==> config.mk <==
export PLATFORM = sky130hd
export DESIGN_NAME = pwam_sym_enc
export DESIGN_NICKNAME = d
export VERILOG_FILES = /design/src/rtl/pwam_pkg.sv /design/src/rtl/pwam_slot_ctr.sv /design/src/rtl/pwam_nib_hold.sv /design/src/rtl/pwam_level_map.sv /design/src/rtl/pwam_sym_enc.sv
export SDC_FILE = /design/constraint.sdc
export NUM_CORES = 1
export LEC_CHECK = 0
export ABC_AREA = 1
export BUFFER_PORTS_ARGS = -buffer_cell sky130_fd_sc_hd__buf_2
export CAP_MARGIN = 30
export CORE_AREA = 2 2 39 41
export CTS_CLUSTER_DIAMETER = 60
export DETAILED_ROUTE_END_ITERATION = 8
export DIE_AREA = 0 0 41 43
export PLACE_DENSITY = 0.59
export SLEW_MARGIN = 20
export SYNTH_ARGS = -nofsm -noshare
export SYNTH_HDL_FRONTEND = slang
export SYNTH_HIERARCHICAL = 1
export SYNTH_SLANG_ARGS = --single-unit
==> constraint.sdc <==
create_clock -name clk_i -period 2.95 [get_ports clk_i]
set_input_delay 0.295 -clock clk_i [delete_from_list [all_inputs] [get_ports clk_i]]
set_output_delay 0.295 -clock clk_i [all_outputs]
set_load 0.05 [all_outputs]
==> src/rtl/pwam_pkg.sv <==
package pwam_pkg;
  localparam int unsigned SLOTS = 3;
  localparam int unsigned NIB_W = SLOTS + 1;
  localparam int unsigned CNT_W = $clog2(SLOTS);

  typedef enum logic [1:0] {
    LVL_M3 = 2'b00,
    LVL_M1 = 2'b01,
    LVL_P1 = 2'b10,
    LVL_P3 = 2'b11
  } level_e;

  // sign from pwm, magnitude from data bit
  function automatic level_e map_level(input logic pwm, input logic bit_v);
    return level_e'(pwm ? {1'b1, bit_v} : {1'b0, ~bit_v});
  endfunction
endpackage

==> src/rtl/pwam_slot_ctr.sv <==
module pwam_slot_ctr
  import pwam_pkg::*;
(
  input  logic             clk_i,
  input  logic             rst_ni,
  output logic [CNT_W-1:0] slot_o,
  output logic             live_o,
  output logic             cap_o
);
  localparam logic [CNT_W-1:0] LAST = CNT_W'(SLOTS - 1);

  logic [CNT_W-1:0] slot_q;
  logic             live_q;

  assign cap_o  = (slot_q == LAST);
  assign slot_o = slot_q;
  assign live_o = live_q;

  // reset parks on the capture slot so the first symbol starts one edge later
  always_ff @(posedge clk_i or negedge rst_ni) begin
    if (!rst_ni) begin
      slot_q <= LAST;
      live_q <= 1'b0;
    end else if (cap_o) begin
      slot_q <= '0;
      live_q <= 1'b1;
    end else begin
      slot_q <= slot_q + 1'b1;
    end
  end

  AST_SLOT_RANGE: assert property (@(posedge clk_i) disable iff (!rst_ni)
    int'(slot_q) < SLOTS);
  AST_LIVE_STAYS: assert property (@(posedge clk_i) disable iff (!rst_ni)
    live_q |=> live_q);
endmodule

==> src/rtl/pwam_nib_hold.sv <==
module pwam_nib_hold
  import pwam_pkg::*;
(
  input  logic             clk_i,
  input  logic             rst_ni,
  input  logic             cap_i,
  input  logic             valid_i,
  input  logic [NIB_W-1:0] nib_i,
  output logic [NIB_W-1:0] nib_o
);
  logic [NIB_W-1:0] nib_q;

  always_ff @(posedge clk_i or negedge rst_ni) begin
    if (!rst_ni)    nib_q <= '0;
    else if (cap_i) nib_q <= valid_i ? nib_i : '0;
  end

  assign nib_o = nib_q;

  AST_NIB_HELD: assert property (@(posedge clk_i) disable iff (!rst_ni)
    !cap_i |=> $stable(nib_q));
  AST_IDLE_ZERO: assert property (@(posedge clk_i) disable iff (!rst_ni)
    (cap_i && !valid_i) |=> (nib_q == '0));
endmodule

==> src/rtl/pwam_level_map.sv <==
module pwam_level_map
  import pwam_pkg::*;
(
  input  logic [CNT_W-1:0] slot_i,
  input  logic             live_i,
  input  logic [NIB_W-1:0] nib_i,
  output logic             pwm_o,
  output level_e           level_o
);
  localparam int unsigned SEL_N = 2 ** CNT_W;

  logic [SEL_N-1:0] sel;

  // slot g carries nibble bit SLOTS-1-g; unused codes read zero
  for (genvar g = 0; g < SEL_N; g++) begin : g_sel
    if (g < SLOTS) begin : g_used
      assign sel[g] = nib_i[SLOTS-1-g];
    end else begin : g_pad
      assign sel[g] = 1'b0;
    end
  end

  logic bit_v;
  assign bit_v = sel[slot_i];

  // high for (top bit + 1) slots from symbol start
  assign pwm_o   = live_i && (slot_i <= CNT_W'(nib_i[NIB_W-1]));
  assign level_o = live_i ? map_level(pwm_o, bit_v) : LVL_M1;
endmodule

==> src/rtl/pwam_sym_enc.sv <==
module pwam_sym_enc
  import pwam_pkg::*;
(
  input  logic             clk_i,
  input  logic             rst_ni,
  input  logic [NIB_W-1:0] nib_i,
  input  logic             nib_valid_i,
  output logic             nib_ready_o,
  output logic             pwm_o,
  output logic [1:0]       level_o,
  output logic             sym_start_o
);
  logic [CNT_W-1:0] slot;
  logic             live;
  logic             cap;
  logic [NIB_W-1:0] nib_h;
  level_e           lvl;

  pwam_slot_ctr u_ctr (
    .clk_i  (clk_i),
    .rst_ni (rst_ni),
    .slot_o (slot),
    .live_o (live),
    .cap_o  (cap)
  );

  pwam_nib_hold u_hold (
    .clk_i   (clk_i),
    .rst_ni  (rst_ni),
    .cap_i   (cap),
    .valid_i (nib_valid_i),
    .nib_i   (nib_i),
    .nib_o   (nib_h)
  );

  pwam_level_map u_map (
    .slot_i  (slot),
    .live_i  (live),
    .nib_i   (nib_h),
    .pwm_o   (pwm_o),
    .level_o (lvl)
  );

  assign level_o     = lvl;
  assign nib_ready_o = cap;
  assign sym_start_o = live && (slot == '0);

  AST_START_AFTER_READY: assert property (@(posedge clk_i) disable iff (!rst_ni)
    sym_start_o |-> $past(nib_ready_o));
  AST_START_POSITIVE: assert property (@(posedge clk_i) disable iff (!rst_ni)
    sym_start_o |-> (pwm_o && level_o[1]));
  AST_SLOT3_LOW: assert property (@(posedge clk_i) disable iff (!rst_ni)
    sym_start_o |-> ##2 (!pwm_o && nib_ready_o && !level_o[1]));
  AST_NO_DOUBLE_START: assert property (@(posedge clk_i) disable iff (!rst_ni)
    sym_start_o |=> !sym_start_o);
  AST_RISE_AT_START: assert property (@(posedge clk_i) disable iff (!rst_ni)
    $rose(pwm_o) |-> sym_start_o);
  AST_READY_THEN_START: assert property (@(posedge clk_i) disable iff (!rst_ni)
    nib_ready_o |=> sym_start_o);
endmodule

# After elaboration in Yosys (flattened, before gate mapping)
# Index checks and enable logic that the tools add are counted.
# word_totals
ff_bits	7
latchBits	0
ramBits	0
mem_bits_ro	0
in_bits	7
word_cells	17
memories	0
# op_classes
n_addsub	1
mul	0
div_mod_pow	0
magnitude_cmp	2
n_eq_ne	1
shift	0
muxes	6
bitwise	1
reduce_logical	3
# ops
cell	n
2-to-1 mux 2 bit	3
2-to-1 mux 4 bit	1
less-than comparator 2 x 3 -> 1 bit (second input constant)	1
adder 2 x 1 -> 2 bit (second input constant)	1
binary-select mux 1 bit (select 2 bit)	1
equality test 2 bit (second input constant)	1
less-or-equal comparator 2 x 1 -> 1 bit	1
logical AND 1 bit	2
logical NOT 2 bit	1
2-to-1 mux 1 bit	1
inverter 1 bit	1

# Logic depth before layout (Yosys ltp)
# Gate-level depths: netlist of run 1.
# depth
ltp_word	5
depth_mapped	8
depth_no_buf	8

# By module
# Netlist of run 1, hierarchy kept.
# by_module_without_submodules
module	n_inst	cells_per_inst	area_per_inst_um2	seq_area_each_um2
pwam_nib_hold	1	17	153.9	100.1
pwam_slot_ctr	1	10	105.1	76.3
pwam_level_map	1	20	100.1	0.0
pwam_sym_enc	1	3	13.8	0.0

# Worst setup path before layout of run 1
# Ideal clock, no wire load.
# synth_timing
path_type	register to output
start	reg u_ctr.slot_q[0], in the netlist u_ctr/slot_o[0]
end	out level_o[1]
arrival_ns	1.484
setup_slack_ns	1.171
stages_incl_launch_ff	8
n_path_buf	1
path_cell_list	dfrtp_1 > inv_2 > ha_1 > inv_1 > nand2_1 > nand3_1 > inv_1 > buf_4
# synth_via
elab_chain_cells	4
# synth_lines
element	line	source
from (decl)	pwam_slot_ctr.sv:12	logic [CNT_W-1:0] slot_q;
from (signal assigned)	pwam_slot_ctr.sv:28	slot_q <= slot_q + 1'b1;
less-or-equal comparator 2 x 1 -> 1 bit	pwam_level_map.sv:27	assign pwm_o = live_i && (slot_i <= CNT_W'(nib_i[NIB_W-1]));
logical AND 1 bit	pwam_level_map.sv:27	
net pwm_o	pwam_sym_enc.sv:9	output logic pwm_o,
2-to-1 mux 2 bit	pwam_pkg.sv:15	return level_e'(pwm ? {1'b1, bit_v} : {1'b0, ~bit_v});
2-to-1 mux 2 bit	pwam_level_map.sv:28	assign level_o = live_i ? map_level(pwm_o, bit_v) : LVL_M1;
to (decl)	pwam_sym_enc.sv:10	output logic [1:0] level_o,
# The timed path passes the listed nets, and every way through them passes these cells.

# Worst setup path after layout of run 1
# layout_timing
start	reg u_ctr.slot_q[0], in the netlist u_ctr/slot_o[0]
end	out level_o[0]
# layout_via
elab_chain_cells	5
word_cells_on_any_way	7
# layout_lines
element	line	source
binary-select mux 1 bit (select 2 bit)	pwam_level_map.sv:24	assign bit_v = sel[slot_i];
2-to-1 mux 1 bit (implied by the code)	pwam_level_map.sv:24	
inverter 1 bit	pwam_pkg.sv:15	
2-to-1 mux 2 bit *	pwam_pkg.sv:15	
2-to-1 mux 2 bit *	pwam_level_map.sv:28	
# Every way passes the cells marked *; elsewhere a longest branch is shown, timed or not. The select of a mux whose other input is x is not followed.

==> results of run 1 <==
-- layout by cell type, fill, tap and decap left out --
cell type and count:
buf_2 11, clkbuf_1 1, clkbuf_4 3, dfrtp_1 6, dfstp_2 1, dlygate4sd3_1 1, ha_1 1, inv_1 10
inv_2 2, nand2_1 16, nand2_2 2, nand3_1 7, nand3_2 1, nor2_1 2, nor2_2 1
-- critical path, delay by kind of cell, from the launching register on --
kind                     cells  cell delay (ns)
flip-flops                   1             0.42
buffers and inverters        3             0.35
adder cells (fa/ha/maj)      1             0.27
AND/OR/NAND/NOR              5             0.31
-- registers in the layout (all words and copies together), names as in the netlist --
| register | count |
|---|---|
| u_ctr/live_o | 1 |
| u_ctr/slot_o | 2 |
| u_hold/nib_o | 4 |
-- cell usage after synthesis --
cell     count
inv_2        2
nor2_1       2
nand3_2      1
dfrtp_1      6
ha_1         1
nand2_2      2
nand2_1     16
buf_4        1
nor2_2       1
dfstp_2      1
nand3_1      7
inv_1       10
-- layout make-up --
| type | count | area, sq um | share of cell area |
|---|---|---|---|
| Timing Repair Buffer | 12 | 65.06 | 0.1365 |
| Clock buffer | 4 | 26.28 | 0.05512 |
| Sequential cell | 7 | 176.4 | 0.3701 |
| Tap cell | 16 | 20.02 | 0.04199 |
| Inverter | 12 | 45.04 | 0.09449 |
| Multi-Input combinational cell | 30 | 143.9 | 0.3018 |
-- worst paths after layout --
check	startpoint	endpoint	depth (start not counted)
worst max-delay path	u_ctr/slot_o[0]	level_o[0]	9
worst min-delay path	nib_i[2]	u_hold/nib_o[2]	3
worst max register to register	u_ctr/slot_o[1]	u_hold/nib_o[1]	5
worst min register to register	u_hold/nib_o[0]	u_hold/nib_o[0]	2
max in group asynchronous	rst_ni	u_ctr/slot_o[1]	2
min in group asynchronous	rst_ni	u_ctr/live_o	2
-- metrics by stage --
step / std cells / area [sq um] / setup WS (ns)
floorplan: 50 / 372.9 / 1.171
global placement: 76 / 440.4 / 1.332
detailed placement: 76 / 440.4 / 1.309
CTS: 81 / 476.7 / 1.031
global route: 81 / 476.7 / 0.8822
finish: 81 / 476.7 / 1.052
-- what timing repair did --
item                                   CTS  global route
endpoints found under the hold margin    6             0
hold buffers                             1             0
resized for setup                        0             0
-- routing by layer --
| layer | GRT usage | vias up | routed length [um] |
|---|---|---|---|
| li1 | - | 179 | - |
| met1 | 0.1616 | 134 | 320 |
| met2 | 0.09375 | 15 | 276 |
| met3 | 0.03141 | 0 | 48 |
| met4 | 0.08000 | 0 | 0 |
| met5 | 0 | - | 0 |
-- cell families (layout without fill, tap and decap cells) --
group	after synthesis	in the layout	share of synthesized area
and+or+nand+nor	29	29	0.3524
buffers and inverters	13	28	0.1410
DFF	7	7	0.4732
adders and majority gates	1	1	0.03355
-- power groups by stage --
stage / Sequential, uW / Combinational, uW / Clock, uW
final: 101 / 26.3 / 87.7
after global routing: 101 / 29.5 / 92.9
after floorplan: 102 / 17.5 / 0
after global placement: 102 / 25.2 / 0
after detailed placement: 102 / 25.6 / 0
after CTS: 101 / 26.7 / 89.3
==> metrics.md, run 1 <==
| Metric | Value |
|---|---|
| Worst hold path class | `primary input to flop` |
| Clock latency on the worst-skew pair | `0.25 ns` |
| Vias in the first global route | `256` |
| Worst-path clk slew | `0.06 ns` |
| Avg Cell Area, Syn | `7.457 sq um` |
| I/O pins | `12` |
| Most frequent CP cell | `nand2_1` |
| Flop-to-flop setup slack | `1.84 ns` |
| Netlist Area Pre-Place | `372.9 sq um` |
| Crit path time final | `1.898 ns` |
| Final Power | `214.6 uW` |
| Fillers | `149` |
| WP data arrival | `1.60 ns` |
| Power Dens Cells | `450.2 nW/um^2` |
| Initial antenna violation count | `0` |
| Synthesized net count | `58` |
| Outcome | `finished, final reports clean` |
| Root Driver | `clkbuf_4` |
| DRT Pass-1 Iters | `4` |
| Clk buf depth | `2` |
| Max-cap violation count | `0` |
| Antenna Nets Post-Route | `0` |
| Post-synth cell types | `12` |
| Initial Util | `0.2694` |
| CTS tree | `built` |
| Critical Path Source Type | `flop` |
| Finished Core Util | `0.3445` |
| Worst Path Max Fanout | `5` |
| Max Clock Freq | `0.5268 GHz` |
| Pint | `159.4 uW` |
| Post-CTS Setup Repair Bufs | `0` |
| CTS Buf Count | `3` |
| Clk pwr share | `0.409` |
| Area share of the largest cell type after synthesis | `0.4027` |
| Setup crit end kind | `primary output` |
| Core Area | `1384 sq um` |
| Final hold viol count | `0` |
| Final Skew | `0.003639 ns` |
| Least-Margin Pin Slew | `0.2477 ns` |
| Synth area leaders | `dfrtp_1, nand2_1, inv_1, nand3_1, dfstp_2` |
| Sequential share of the synthesized area | `0.4732` |
| GP Congestion | `0.6439` |
| Layout cells sized above 1 | `0.3231` |
| Gr ovfl total | `0` |
| Synth warnings | `6` |
| WP data required | `2.65 ns` |
| CTS H-tree lvls | `1` |
| Gate count after technology mapping | `50` |
| Vias/cell | `4.049` |
| Post-DP HPWL | `502 um` |
| Net switching power | `55.19 uW` |
| Combinational Power Share | `0.123` |
| Final setup viols | `0` |
| Area Overhead vs Synth | `27.85%` |
| 1st-iter DRT viols | `20` |
| Vias | `328` |
| Slew margin rel. | `0.8360` |
| First-pass GRT wire length | `1.104 mm` |
| Slew Viols, Final | `0` |
| Seq pwr share | `0.469` |
| Setup Crit Path Kind | `flop to primary output` |
| Post-synthesis sequential element count | `7` |
| Largest net degree at the start of global routing | `8` |
| RSZ-0062 raised after global routing | `no` |
| Synth area leader | `dfrtp_1` |
| Min Hold Slack | `0.2738 ns` |
| Tcrit/Tclk final | `0.6434` |
| Clock Sinks | `7` |
| Rows | `14` |
| Final WL | `644 um` |
| Tot GR Track Use | `0.09776` |
| Worst path max stage delay | `0.42 ns` |
| Setup TNS | `0 ns` |
| Wire length per cell | `7.951 um` |
| Remaining DRCs | `0` |
| Die area | `1763 sq um` |
| CP max stage cell | `dfrtp_1` |
| Leakage Power | `0.0003058 uW` |
| IR Drop Worst-Case VDD | `0.1951 mV` |
| IO buf count | `11` |
| Antenna cells | `0` |
| Switch share | `0.2572` |
| Final #Nets | `74` |
| Crit path cell chain | `inv_2 > ha_1 > inv_1 > nand2_1 > nand3_1 > nand2_1 > nand2_1 > nand2_1 > buf_2` |
| Die X | `41 um` |
| Die Height | `43 um` |
No activity file was read; power rests on OpenSTA's default activity.
==> inputs of run 2 (changes only) <==
PLACE_DENSITY = 0.61   (was 0.59)
clock period = 1.6 ns   (was 2.95 ns; I/O delays follow)
==> metrics.md, run 2 (synthesis gave the netlist of run 1 again) <==
| Metric | Value |
|---|---|
| Die Height | `43 um (unchanged)` |
| CTS tree | `built` |
| Outcome | `finished, final reports clean` |
| Setup crit end kind | `primary output` |
| Vias | `344 (+4.9%)` |
| IO buf count | `11 (unchanged)` |
| Setup Crit Path Kind | `flop to primary output` |
| Min Hold Slack | `0.1382 ns (-0.1356 ns)` |
| Crit path time final | `1.591 ns` |
| Clock Sinks | `7 (unchanged)` |
| Hold Crit Depth | `3 (unchanged)` |
| Least-Margin Pin Slew | `0.2502 ns (+0.002444 ns)` |
| I/O pins | `12 (unchanged)` |
| Worst r2r src | `u_ctr/slot_o[0]` |
| Layout cells sized above 1 | `0.4179 (+0.09483)` |
| Final Skew | `0.002571 ns (-0.001068 ns)` |
| Most frequent cells in the layout | `nand2_1, inv_1, buf_2` |
| Worst hold path class | `primary input to flop` |
| Register area | `176.4 sq um (unchanged)` |
| Largest net degree at the start of global routing | `8 (unchanged)` |
| Clock latency on the worst-skew pair | `0.25 ns (about the same)` |
| Worst reg2reg path depth | `7 (+2)` |
| First-pass GRT wire length | `1.214 mm (+10%)` |
| Wire length per cell | `8.398 um (+5.6%)` |
| Final hold viol count | `0 (unchanged)` |
| Vias/cell | `4.145 (+2.4%)` |
| CTS Buf Count | `3 (unchanged)` |
| DRT Pass-1 Iters | `4 (unchanged)` |
| Max-cap violation count | `0 (unchanged)` |
| Clk buf depth | `2 (unchanged)` |
| GP Congestion | `0.6917 (+7.4%)` |
| Vias in the first global route | `314 (+23%)` |
| Leakage Power | `0.0003110 uW (+1.7%)` |
| FF-to-FF End | `u_hold/nib_o[0]` |
| Max Clock Freq | `0.6287 GHz` |
| Flop-to-flop setup slack | `0.46 ns (-1.38 ns)` |
| Most common cell after layout, fill and taps aside | `nand2_1` |
| 1st-iter DRT viols | `6 (-70%)` |
| Final Power | `401.4 uW (+87%)` |
| Hold-critical path endpoint | `u_hold/nib_o[2]` |
| HP Start | `nib_i[2]` |
| WP data arrival | `1.43 ns (-0.17 ns)` |
| Antenna Nets Post-Route | `0 (unchanged)` |
| Worst-path clk slew | `0.05 ns (about the same)` |
| Initial antenna violation count | `0 (unchanged)` |
| Rows | `14 (unchanged)` |
| Routed met1 length | `343 um (+7.2%)` |
| Slew margin rel. | `0.8344 (-0.001618)` |
| Post-DP HPWL | `492 um (-2.0%)` |
| Max reg flops | `4 (unchanged)` |
| Initial Util | `0.2694 (unchanged)` |
| Routed wl met3 | `45 um (-6.3%)` |
| CTS H-tree lvls | `1 (unchanged)` |
| Slew Viols, Final | `0 (unchanged)` |
| Remaining DRCs | `0 (unchanged)` |
| Die area | `1763 sq um (unchanged)` |
| Power Dens Cells | `747.8 nW/um^2 (+66%)` |
| Antenna cells | `0 (unchanged)` |
| Tot GR Track Use | `0.1036 (+0.005794)` |
| Gr ovfl total | `0 (unchanged)` |
| Met2 WL | `308 um (+12%)` |
| IR Drop Worst-Case VDD | `0.3691 mV (+89%)` |
| Critical Path Source Type | `flop` |
| Multi-input logic area | `171.4 sq um (+19%)` |
| Final WL | `697 um (+8.2%)` |
| Area Overhead vs Synth | `43.96%` |
| Final #Nets | `76 (+2.7%)` |
| Worst Path Max Fanout | `3 (-2)` |
| Highest Signal Layer | `met3` |
| Die X | `41 um (unchanged)` |
| Final setup viols | `0 (unchanged)` |
| Root Driver | `clkbuf_4` |
| Tcrit/Tclk final | `0.9942` |
| Fillers | `142 (-4.7%)` |
| Core Area | `1384 sq um (unchanged)` |
| WP data required | `1.44 ns (-1.21 ns)` |
| RSZ-0062 raised after global routing | `yes` |
==> run 2: cell type report <==
| type | count | area share |
|---|---|---|
| Clock buffer | 4 | 0.04895 |
| Inverter | 12 | 0.09091 |
| Multi-Input combinational cell | 30 | 0.3193 |
| Sequential cell | 7 | 0.3287 |
| Tap cell | 16 | 0.03730 |
| Timing Repair Buffer | 14 | 0.1748 |
==> run 2: worst max-delay path: stages (launching register included) <==
cell	delay (ns)
dfrtp_1	0.40
ha_4	0.27
inv_2	0.03
nand2_2	0.06
nand3_4	0.08
nand2_1	0.07
nand2_1	0.05
nand2_1	0.07
buf_6	0.15
==> run 2: layer usage <==
layer,up-vias,track usage
met4,0,0.08000
met3,0,0.03141
li1,186,-
met5,-,0
met2,13,0.1219
met1,145,0.1500
==> run 2: power breakdown <==
group          switching, uW  leakage, uW  total (uW)  internal, uW
clock network           62.8    0.0000150         158          95.0
registers               3.37    0.0000807         186           183
logic                   35.4     0.000215        57.6          22.2
total                    102     0.000311         401           300
==> run 2: repair_timing <==
action,CTS,global route
endpoints found under the setup margin,3,4
hold buffers,1,0
pin swaps,4,3
gates resized for setup,8,2
endpoints found under the hold margin,7,0
setup buffers,2,0
==> run 2: how the worst max path moves through the flow <==
stage / start / end / slack, ns / cells past startpoint
4_1_cts: u_ctr/slot_o[0] / level_o[0] / -0.02 / 9
3_3_place_gp: u_ctr/slot_o[0] / level_o[0] / 0.09 / 9
3_5_place_dp: u_ctr/slot_o[0] / level_o[0] / 0.08 / 9
2_1_floorplan: u_ctr/slot_o[0] / level_o[1] / 0.05 / 7
6_report: u_hold/nib_o[3] / level_o[0] / 0.009 / 8
5_1_grt: u_ctr/slot_o[0] / level_o[0] / -0.07 / 9
==> run 2: metrics by stage <==
step                      setup slack [ns]  area, sq um    util  std cells  setup TNS, ns
after floorplan                    0.04918        389.1       -         50              0
after global placement             0.09493        449.2  0.3246         76              0
after detailed placement           0.07845        449.2  0.3246         76              0
after CTS                         -0.01601        534.3  0.3861         83       -0.01601
after global routing              -0.06672        536.8  0.3879         83       -0.06672
final                             0.009334        536.8  0.3879         83              0
